## src/rtl/xirq_pkg.sv

```systemverilog
package xirq_pkg;

    typedef enum logic [2:0] {
        TRG_LOW  = 3'b000,
        TRG_HIGH = 3'b001,
        TRG_FALL = 3'b010,
        TRG_RISE = 3'b100,
        TRG_BOTH = 3'b110
    } trig_e;

    localparam logic [1:0] REG_CFG  = 2'd0;
    localparam logic [1:0] REG_MASK = 2'd1;
    localparam logic [1:0] REG_PEND = 2'd2;

endpackage

```

## src/rtl/xirq_sync.sv

```systemverilog
module xirq_sync #(
    parameter int WIDTH = 16
) (
    input  logic             clk,
    input  logic             rst_n,
    input  logic [WIDTH-1:0] raw,
    output logic [WIDTH-1:0] cur,
    output logic [WIDTH-1:0] prv
);
    logic [WIDTH-1:0] meta_q;
    logic [WIDTH-1:0] cur_q;
    logic [WIDTH-1:0] prv_q;

    always_ff @(posedge clk or negedge rst_n) begin
        if (!rst_n) begin
            meta_q <= '0;
            cur_q  <= '0;
            prv_q  <= '0;
        end else begin
            meta_q <= raw;
            cur_q  <= meta_q;
            prv_q  <= cur_q;
        end
    end

    assign cur = cur_q;
    assign prv = prv_q;
endmodule

```

## src/rtl/xirq_detect.sv

```systemverilog
module xirq_detect
    import xirq_pkg::*;
(
    input  logic [2:0] code,
    input  logic       cur,
    input  logic       prv,
    output logic       evt
);
    always_comb begin
        evt = 1'b0;
        case (code)
            TRG_LOW:  evt = !cur;
            TRG_HIGH: evt = cur;
            TRG_FALL: evt = prv && !cur;
            TRG_RISE: evt = !prv && cur;
            TRG_BOTH: evt = prv ^ cur;
            default:  evt = 1'b0;
        endcase
    end
endmodule

```

## src/rtl/xirq_regs.sv

```systemverilog
module xirq_regs
    import xirq_pkg::*;
#(
    parameter int NUM_LINES    = 16,
    parameter int DATA_W       = 32,
    parameter int ADDR_W       = 2,
    parameter int FIELD_STRIDE = 4,
    parameter int FIELD_W      = 3
) (
    input  logic                            clk,
    input  logic                            rst_n,
    input  logic [ADDR_W-1:0]               bus_addr,
    input  logic                            bus_we,
    input  logic [DATA_W-1:0]               bus_wdata,
    output logic [DATA_W-1:0]               bus_rdata,
    input  logic [NUM_LINES-1:0]            evt,
    output logic [(NUM_LINES/2)*FIELD_W-1:0] cfg_codes,
    output logic [NUM_LINES-1:0]            mask,
    output logic [NUM_LINES-1:0]            pend
);
    localparam int NUM_FIELDS = NUM_LINES / 2;
    localparam int CFG_USED   = NUM_FIELDS * FIELD_STRIDE;

    logic [FIELD_W-1:0]   cfg_q [NUM_FIELDS];
    logic [NUM_LINES-1:0] mask_q;
    logic [NUM_LINES-1:0] pend_q;
    logic [NUM_LINES-1:0] clr_vec;
    logic [DATA_W-1:0]    cfg_rd;
    logic                 wr_cfg;
    logic                 wr_mask;
    logic                 wr_pend;

    assign wr_cfg  = bus_we && (bus_addr == ADDR_W'(REG_CFG));
    assign wr_mask = bus_we && (bus_addr == ADDR_W'(REG_MASK));
    assign wr_pend = bus_we && (bus_addr == ADDR_W'(REG_PEND));
    assign clr_vec = wr_pend ? bus_wdata[NUM_LINES-1:0] : '0;

    always_ff @(posedge clk or negedge rst_n) begin
        if (!rst_n) begin
            for (int f = 0; f < NUM_FIELDS; f++) cfg_q[f] <= '0;
            mask_q <= '1;
        end else begin
            if (wr_cfg) begin
                for (int f = 0; f < NUM_FIELDS; f++)
                    cfg_q[f] <= bus_wdata[f*FIELD_STRIDE +: FIELD_W];
            end
            if (wr_mask) mask_q <= bus_wdata[NUM_LINES-1:0];
        end
    end

    // Capture has priority over a clear landing in the same cycle.
    always_ff @(posedge clk or negedge rst_n) begin
        if (!rst_n) pend_q <= '0;
        else        pend_q <= (pend_q & ~clr_vec) | evt;
    end

    for (genvar f = 0; f < NUM_FIELDS; f++) begin : g_field
        assign cfg_rd[f*FIELD_STRIDE +: FIELD_STRIDE] =
            {{(FIELD_STRIDE-FIELD_W){1'b0}}, cfg_q[f]};
        assign cfg_codes[f*FIELD_W +: FIELD_W] = cfg_q[f];
    end
    if (CFG_USED < DATA_W) begin : g_cfg_pad
        assign cfg_rd[DATA_W-1:CFG_USED] = '0;
    end

    always_comb begin
        case (bus_addr)
            ADDR_W'(REG_CFG):  bus_rdata = cfg_rd;
            ADDR_W'(REG_MASK): bus_rdata = DATA_W'(mask_q);
            ADDR_W'(REG_PEND): bus_rdata = DATA_W'(pend_q);
            default:           bus_rdata = '0;
        endcase
    end

    assign mask = mask_q;
    assign pend = pend_q;

    // the mask changes only on a write to its address
    a_r6_mask_hold: assert property (@(posedge clk) disable iff (!rst_n)
        !wr_mask |=> $stable(mask_q));
endmodule

```

## src/rtl/xirq_grouper.sv

```systemverilog
module xirq_grouper
    import xirq_pkg::*;
#(
    parameter int NUM_LINES   = 16,
    parameter int DATA_W      = 32,
    parameter int ADDR_W      = 2,
    parameter int GRP1_START  = 4,
    parameter int GRP2_START  = 12
) (
    input  logic                 clk,
    input  logic                 rst_n,
    input  logic [NUM_LINES-1:0] pin_in,
    input  logic [ADDR_W-1:0]    bus_addr,
    input  logic                 bus_we,
    input  logic [DATA_W-1:0]    bus_wdata,
    output logic [DATA_W-1:0]    bus_rdata,
    output logic [2:0]           irq_grp
);
    localparam int FIELD_W    = 3;
    localparam int NUM_FIELDS = NUM_LINES / 2;
    localparam int NUM_GRPS   = 3;

    logic [NUM_LINES-1:0]          sync_cur;
    logic [NUM_LINES-1:0]          sync_prv;
    logic [NUM_LINES-1:0]          evt;
    logic [NUM_LINES-1:0]          mask;
    logic [NUM_LINES-1:0]          pend;
    logic [NUM_LINES-1:0]          live;
    logic [NUM_FIELDS*FIELD_W-1:0] cfg_codes;
    logic [FIELD_W-1:0]            line_code [NUM_LINES];

    xirq_sync #(.WIDTH(NUM_LINES)) u_sync (
        .clk   (clk),
        .rst_n (rst_n),
        .raw   (pin_in),
        .cur   (sync_cur),
        .prv   (sync_prv)
    );

    for (genvar n = 0; n < NUM_LINES; n++) begin : g_line
        assign line_code[n] = cfg_codes[(n/2)*FIELD_W +: FIELD_W];

        xirq_detect u_det (
            .code (line_code[n]),
            .cur  (sync_cur[n]),
            .prv  (sync_prv[n]),
            .evt  (evt[n])
        );

        // disabled codes never capture
        a_r5_no_capture: assert property (@(posedge clk) disable iff (!rst_n)
            (line_code[n] == 3'b011 || line_code[n] == 3'b101 ||
             line_code[n] == 3'b111) |-> !evt[n]);

        // an active high level keeps the pending bit set
        a_r3_level_high: assert property (@(posedge clk) disable iff (!rst_n)
            (line_code[n] == TRG_HIGH && sync_cur[n]) |=> pend[n]);
    end

    xirq_regs #(
        .NUM_LINES    (NUM_LINES),
        .DATA_W       (DATA_W),
        .ADDR_W       (ADDR_W),
        .FIELD_STRIDE (4),
        .FIELD_W      (FIELD_W)
    ) u_regs (
        .clk       (clk),
        .rst_n     (rst_n),
        .bus_addr  (bus_addr),
        .bus_we    (bus_we),
        .bus_wdata (bus_wdata),
        .bus_rdata (bus_rdata),
        .evt       (evt),
        .cfg_codes (cfg_codes),
        .mask      (mask),
        .pend      (pend)
    );

    assign live = pend & ~mask;

    for (genvar g = 0; g < NUM_GRPS; g++) begin : g_grp
        localparam int LO = (g == 0) ? 0 : (g == 1) ? GRP1_START : GRP2_START;
        localparam int HI = (g == 0) ? GRP1_START - 1 :
                            (g == 1) ? GRP2_START - 1 : NUM_LINES - 1;
        assign irq_grp[g] = |live[HI:LO];
    end

    // a capture always survives a same-cycle clear
    a_r8_event_wins: assert property (@(posedge clk) disable iff (!rst_n)
        1'b1 |=> ((pend & $past(evt)) == $past(evt)));

    // written ones are cleared unless a capture coincides
    a_r7_clear: assert property (@(posedge clk) disable iff (!rst_n)
        (bus_we && bus_addr == ADDR_W'(REG_PEND)) |=>
        ((pend & $past(bus_wdata[NUM_LINES-1:0]) & ~$past(evt)) == '0));

    // no live line means no request
    a_r9_quiet: assert property (@(posedge clk) disable iff (!rst_n)
        ((pend & ~mask) == '0) |-> (irq_grp == 3'b000));
endmodule

```

## config.mk

```make
export PLATFORM = sky130hd
export DESIGN_NAME = xirq_grouper
export DESIGN_NICKNAME = d
export VERILOG_FILES = /design/src/rtl/xirq_pkg.sv /design/src/rtl/xirq_sync.sv /design/src/rtl/xirq_detect.sv /design/src/rtl/xirq_regs.sv /design/src/rtl/xirq_grouper.sv
export SDC_FILE = /design/constraint.sdc
export NUM_CORES = 1
export LEC_CHECK = 0
export BUFFER_PORTS_ARGS = -buffer_cell sky130_fd_sc_hd__buf_2
export CAP_MARGIN = 20
export CORE_MARGIN = 5
export CORE_UTILIZATION = 42
export CTS_CLUSTER_DIAMETER = 40
export DETAILED_ROUTE_END_ITERATION = 16
export SYNTH_ARGS = -nofsm -noshare
export SYNTH_HDL_FRONTEND = slang
export SYNTH_SLANG_ARGS = --single-unit
export TNS_END_PERCENT = 100
```

## constraint.sdc

```tcl
create_clock -name clk -period 2.1 [get_ports clk]
set_clock_uncertainty 0.05 [all_clocks]
set_input_delay 0.21 -clock clk [delete_from_list [all_inputs] [get_ports clk]]
set_output_delay 0.21 -clock clk [all_outputs]
set_load 0.005 [all_outputs]
```

# After elaboration in Yosys (flattened, before gate mapping)
# Index checks and enable logic that the tools add are counted.
# totals
register_bits	104
in_bits	53
out_inout_bits	35
# classes
eq_ne	34
n_mux	18
n_bitwise	21
reduce_logical	79
# op_table
cell	count
31-bit case mux with 3 select lines	1
1-bit case mux with 5 select lines	16
3-bit == test, second input constant	16
1-bit logical AND	35
16-bit bitwise AND	2
1-bit logical NOT	32
16-bit inverter	2
3-bit by 1-bit == test with 1-bit output, second input constant	8
3-bit by 2-bit == test with 1-bit output, second input constant	8
3-bit logical NOT	8
16-bit 2-to-1 mux	1
16-bit OR	1
1-bit bitwise XOR	16
4-bit OR reduction	2
8-bit OR reduction	1
2-bit by 1-bit == test with 1-bit output, second input constant	1
2-bit == test, second input constant	1
2-bit logical NOT	1

# Longest topological paths before layout
# logic_depth
word_depth	6
mapped_depth	6
mapped_depth_nobuf	5

# Hierarchy
# From an unflattened synthesis, not the netlist that was laid out.
# unflattened
hier_cells	456
hier_area_um2	5175.0
# by_module_without_submodules
mod	n_inst	cells_each	area_each_um2	seq_area_each_um2
xirq_regs	1	207	2607.5	1421.4
xirq_detect	16	11	77.6	0.0
xirq_sync	1	48	1201.2	1201.2
xirq_grouper	1	25	125.1	0.0

# Worst setup path before layout
# Ideal clock, no wire load.
# synth_path
path_type	input-to-reg
start	in bus_addr[0]
end	reg u_regs.cfg_q, in the netlist u_regs.cfg_codes[0]
setup_ns	0.125
arrival_ns	1.196
t_required_ns	1.925
setup_slack_ns	0.729
cell_stages	6
n_path_buf	3
cell_sequence	buf_2 nor2_1 and2_1 buf_6 buf_6 mux2_4
# synth_between
elab_chain_cells	2
# synth_rtl
element	line_no	rtl
from (decl)	xirq_grouper.sv:13	input logic [ADDR_W-1:0] bus_addr,
2-bit logical NOT	xirq_regs.sv:33	assign wr_cfg = bus_we && (bus_addr == ADDR_W'(REG_CFG));
1-bit logical AND	xirq_regs.sv:33	
to (signal, indexed assignment)	xirq_regs.sv:45	cfg_q[f] <= bus_wdata[f*FIELD_STRIDE +: FIELD_W];
to (decl)	xirq_regs.sv:24	logic [FIELD_W-1:0] cfg_q [NUM_FIELDS];
# Every way passes these cells.
# A chain may end at the register's enable or synchronous reset.

# Final worst setup path
# layout_path
start	reg u_regs.mask_q[11], in the netlist u_regs.mask[11]
end	out irq_grp[1]
# layout_between
elab_chain_cells	3
# layout_rtl
element	line_no	rtl
from (decl)	xirq_regs.sv:25	logic [NUM_LINES-1:0] mask_q;
from (signal assigned)	xirq_regs.sv:47	if (wr_mask) mask_q <= bus_wdata[NUM_LINES-1:0];
16-bit inverter	xirq_grouper.sv:79	assign live = pend & ~mask;
16-bit bitwise AND	xirq_grouper.sv:79	
8-bit OR reduction	xirq_grouper.sv:85	assign irq_grp[g] = |live[HI:LO];
to (decl)	xirq_grouper.sv:17	output logic [2:0] irq_grp
# Every way passes these cells.

==> results.txt <==
The area taken by flip-flops and latches is 2623 um2. The path class of the tightest hold or removal check is in -> reg. Once detail routing completed, the nets flagged for antenna violations numbered 0.

The largest net degree at the start of global routing is 58, and the switching power is 0.001454 W. The number of cells produced by synthesis came out at 455. The library cell used most frequently in the layout, excluding fill and tap cells, is dfrtp_1. Post-CTS timing repair inserted 0 buffers for setup.

Max-cap violations in this run came to 0. After clock tree synthesis, the repair step resized 0 gates. The floorplan has 41 rows.

The full die area was 14890 um2. The path type of the worst setup path was reg -> out. TritonCTS built the clock tree. The tools report the kind of start point of the critical path as a flip-flop.

The via count of the routed design is 3725, and the fill cell total of the finished layout is 1159. For this run, the post-layout net count is 629. Summed over all cells, the static leakage comes to 3.024 nW. Among all flip-flop cells after synthesis, the most frequent one is dfrtp_1. The run finished with clean final reports. Buffers placed on the I/O ports in this run total 79. Clock tree synthesis inserted a total of 9 buffers. Clock-pin slew was measured on the worst setup and hold paths at 0.07 ns. The worst register-to-register path ends at u_regs.pend[14]$_DFF_PN0_. In this run the vertical extent of the chip is 122.0 um.

The total number of H-tree levels was 3. After detailed routing, the number of vias per cell comes to 5.166. Of all nets on the critical path, the largest fanout is 3. Sequential element share of the synthesized area: 0.4976. The clock latency on the worst-skew pair came out at 0.35 ns. At the worst endpoint, the arrival time is 1.71 ns. The repair_antennas step left the layout with diodes totalling 0. Reg-to-reg critical path startpoint: u_sync.cur[14]$_DFF_PN0_. The setup slack of the most critical reg-to-reg path is 0.69 ns, and the final weighted congestion in routability-driven placement is 0.7662. The share of cells above drive strength 1 was 0.2514; the number of synthesized flops with an enable pin was 0. In this run the horizontal extent of the chip is 122.0 um. The cell chosen for the clock root is clkbuf_16. The effective utilization at floorplan is 0.4228, and the transition time at the pin with the least slew margin is 0.5967 ns. The cell depth of the worst min-delay path was 2. The worst hold path startpoint is bus_wdata[22]. The tools report the max-slew headroom at the worst pin as 0.6022. The run gives 0.003698 W as the internal power contribution. The placed wire-length estimate was 8353 um; the final worst-path cycle share was 0.9376.

Number of antenna violations at the first check in global routing: 0. The leading area contributor after synthesis was dfrtp_1. In the routed design, unresolved DRC markers number 0. Async set-or-reset flop fraction in the synthesized netlist: 1.000. Setup repair after global routing left no endpoint under its margin. The minimum setup slack after placement was 0.4210 ns; the number of DRC violations after detailed-routing iteration 0 was 235. The share of Yosys cell area claimed by the top area cell type came out at 0.4179. In the layout the commonest cells are dfrtp_1 (88), buf_2 (78), inv_1 (52). The tools report the nature of the critical path endpoint as an output pin. The placeable core region is 12470 um2. At the worst endpoint, the required time is 1.84 ns. On the worst path, the slowest cell contributes a delay of 0.56 ns.

The final critical path time including I/O delays and setup came out at 1.969 ns. The logs give 5 for the detailed-routing iteration count for the pre-antenna-repair pass and 0.297 for the share of total power in the clock network. The worst hold endpoint is u_regs.cfg_codes[17]$_DFFE_PN0P_. The number of clock sinks seen by CTS was 104; the part of the power in registers was 0.516. Traced cell by cell, the critical path runs through o22ai_1 -> or4_1 -> buf_2. The number of max-slew violations in the final report came out at 0. The run gives 3662 as the number of global-route vias before repair.

The achievable clock frequency came out at 507.9 MHz. The share of power burned in combinational logic was 0.188. For this run, the number of Yosys warnings is 0. The tools report the final count of hold timing violations as 0. The switching share of total power came out at 0.2822. The logs give 2296 um2 for the footprint of the multi-input gates and 18730 um for the global-route wire length before repair. The buffers plus inverters on the worst setup path was 1; the final wirelength was 11460 um. The maximum resistive drop on vdd is 0.3700 mV.

Once routing completed, OpenROAD measured the worst setup slack at 0.1310 ns. The slowest stage of the critical path belongs to the cell or4_1. The number of cells on the worst reg-to-reg path is 4.

Setup violations remaining at the end of the flow were counted as 0. The number of distinct library cell variants in the gate-level netlist after synthesis is 41. Flop and latch count out of synthesis: 104. The post-synthesis area per instance is 11.58 um2, and the global router's overall resource usage is 0.1616. During I/O placement, the number of pins put on the boundary was 88.

From synthesis to final layout, the design area changed by 18.54%. Counting along the longest clock path gives a buffer depth of 2. The average wire length per cell after detail routing works out to 15.89 um. The number of hold buffers added after CTS was 17. Areal power density over the cells: 824.6 nW/um2.

The total grt overflow was 0. In this design, the largest share of critical-path delay is due to simple AND/OR/NAND/NOR gates. By area the synthesized netlist is led by dfrtp_1 (42%), dfstp_2 (8.0%), ha_1 (7.6%). The run gives 5270 um2 as the post-synth design cell area. The final sum of negative setup slack is 0 ns.
## synthesized netlist by cell type (2+ instances only)
library cell / n
nand4b_1: 9
mux2_1: 20
o2bb2ai_1: 5
o21ai_0: 2
nand2_1: 12
inv_1: 52
nand3_1: 7
a22o_1: 4
and2_1: 13
o221ai_1: 2
a22oi_1: 2
and3b_1: 3
mux2_4: 20
dfstp_2: 16
a211o_1: 14
a221oi_1: 5
buf_2: 5
buf_6: 4
nand4bb_1: 2
dfrtp_1: 88
nand3b_1: 6
nor2_1: 20
nor4bb_1: 5
clkbuf_1: 18
mux2i_1: 17
o311ai_1: 9
buf_4: 4
nor3b_1: 7
nand2b_1: 9
a222oi_1: 4
ha_1: 32
a21oi_1: 17
o22ai_1: 5
o21ai_1: 10
## cells by family (layout without fill, tap and decap cells)
logic type,count (synthesis),after routing,share of synthesized area
adders and majority gates,32,32,0.07597
buffers and inverters,83,174,0.06885
and+or+nand+nor,97,97,0.1132
AOI/OAI and AO/OA,81,81,0.1116
other,1,4,0.0007116
muxes,57,57,0.1320
DFF,104,104,0.4976
## power by group through the flow
stage / combinational [W] / sequential (W) / clock, W
2_1_floorplan: 0.000772 / 0.00250 / 0
3_3_place_gp: 0.000923 / 0.00267 / 0
3_5_place_dp: 0.000957 / 0.00269 / 0
4_1_cts: 0.000985 / 0.00266 / 0.00158
5_1_grt: 0.00108 / 0.00271 / 0.00166
6_report: 0.000968 / 0.00266 / 0.00153
## sequential cells by signal, indices dropped and copies added, names as in the netlist
signal            flops
u_sync.cur           16
u_regs.cfg_codes     24
u_sync.prv           16
u_regs.mask          16
u_sync.meta_q        16
u_regs.pend          16
## routing by layer
| layer | part of all wire | vias up | global-route usage |
|---|---|---|---|
| li1 | - | 1769 | - |
| met4 | 0.016 | 0 | 0.04972 |
| met3 | 0.055 | 11 | 0.03946 |
| met2 | 0.49 | 92 | 0.2645 |
| met1 | 0.44 | 1853 | 0.2127 |
| met5 | 0 | - | 0 |
## layout make-up
class,count,area share
clock buffer,15,0.04126
multi-input combinational,271,0.3675
tap,172,0.03445
inverter,52,0.03124
timing repair buffer,106,0.1049
clock inverter,1,0.0008011
sequential,104,0.4198
## worst max path at each step
| stage | start | to | slack, ns | depth (start not counted) |
|---|---|---|---|---|
| floorplan | bus_addr[0] | u_regs.cfg_codes[0]$_DFFE_PN0P_ | 0.73 | 6 |
| global placement | bus_addr[0] | u_regs.cfg_codes[20]$_DFFE_PN0P_ | 0.45 | 5 |
| detailed placement | bus_addr[0] | u_regs.mask[5]$_DFFE_PN1P_ | 0.42 | 4 |
| CTS | u_regs.mask[11]$_DFFE_PN1P_ | irq_grp[1] | 0.13 | 3 |
| global route | u_regs.mask[11]$_DFFE_PN1P_ | irq_grp[1] | 0.07 | 3 |
| finish | u_regs.mask[11]$_DFFE_PN1P_ | irq_grp[1] | 0.13 | 3 |
## worst register-to-register path, stage by stage, from the launching register on
cell,delay (ns)
dfrtp_1,0.41
ha_1,0.28
inv_1,0.04
a222oi_1,0.33
o311ai_1,0.16
## stage by stage
stage / cell area (um2) / instances / util / total power, W / hold slack, ns
6_report: 6247 / 721 / 0.5012 / 0.005151 / 0.03488
5_1_grt: 6247 / 721 / 0.5012 / 0.005450 / 0.02079
4_1_cts: 6247 / 721 / 0.5012 / 0.005221 / 0.02559
3_5_place_dp: 5814 / 688 / 0.4664 / 0.003650 / 0.1742
3_3_place_gp: 5814 / 688 / 0.4664 / 0.003593 / 0.1766
2_1_floorplan: 5281 / 458 / - / 0.003268 / -0.1356
Note: power is estimated with default switching activity, not from simulation.
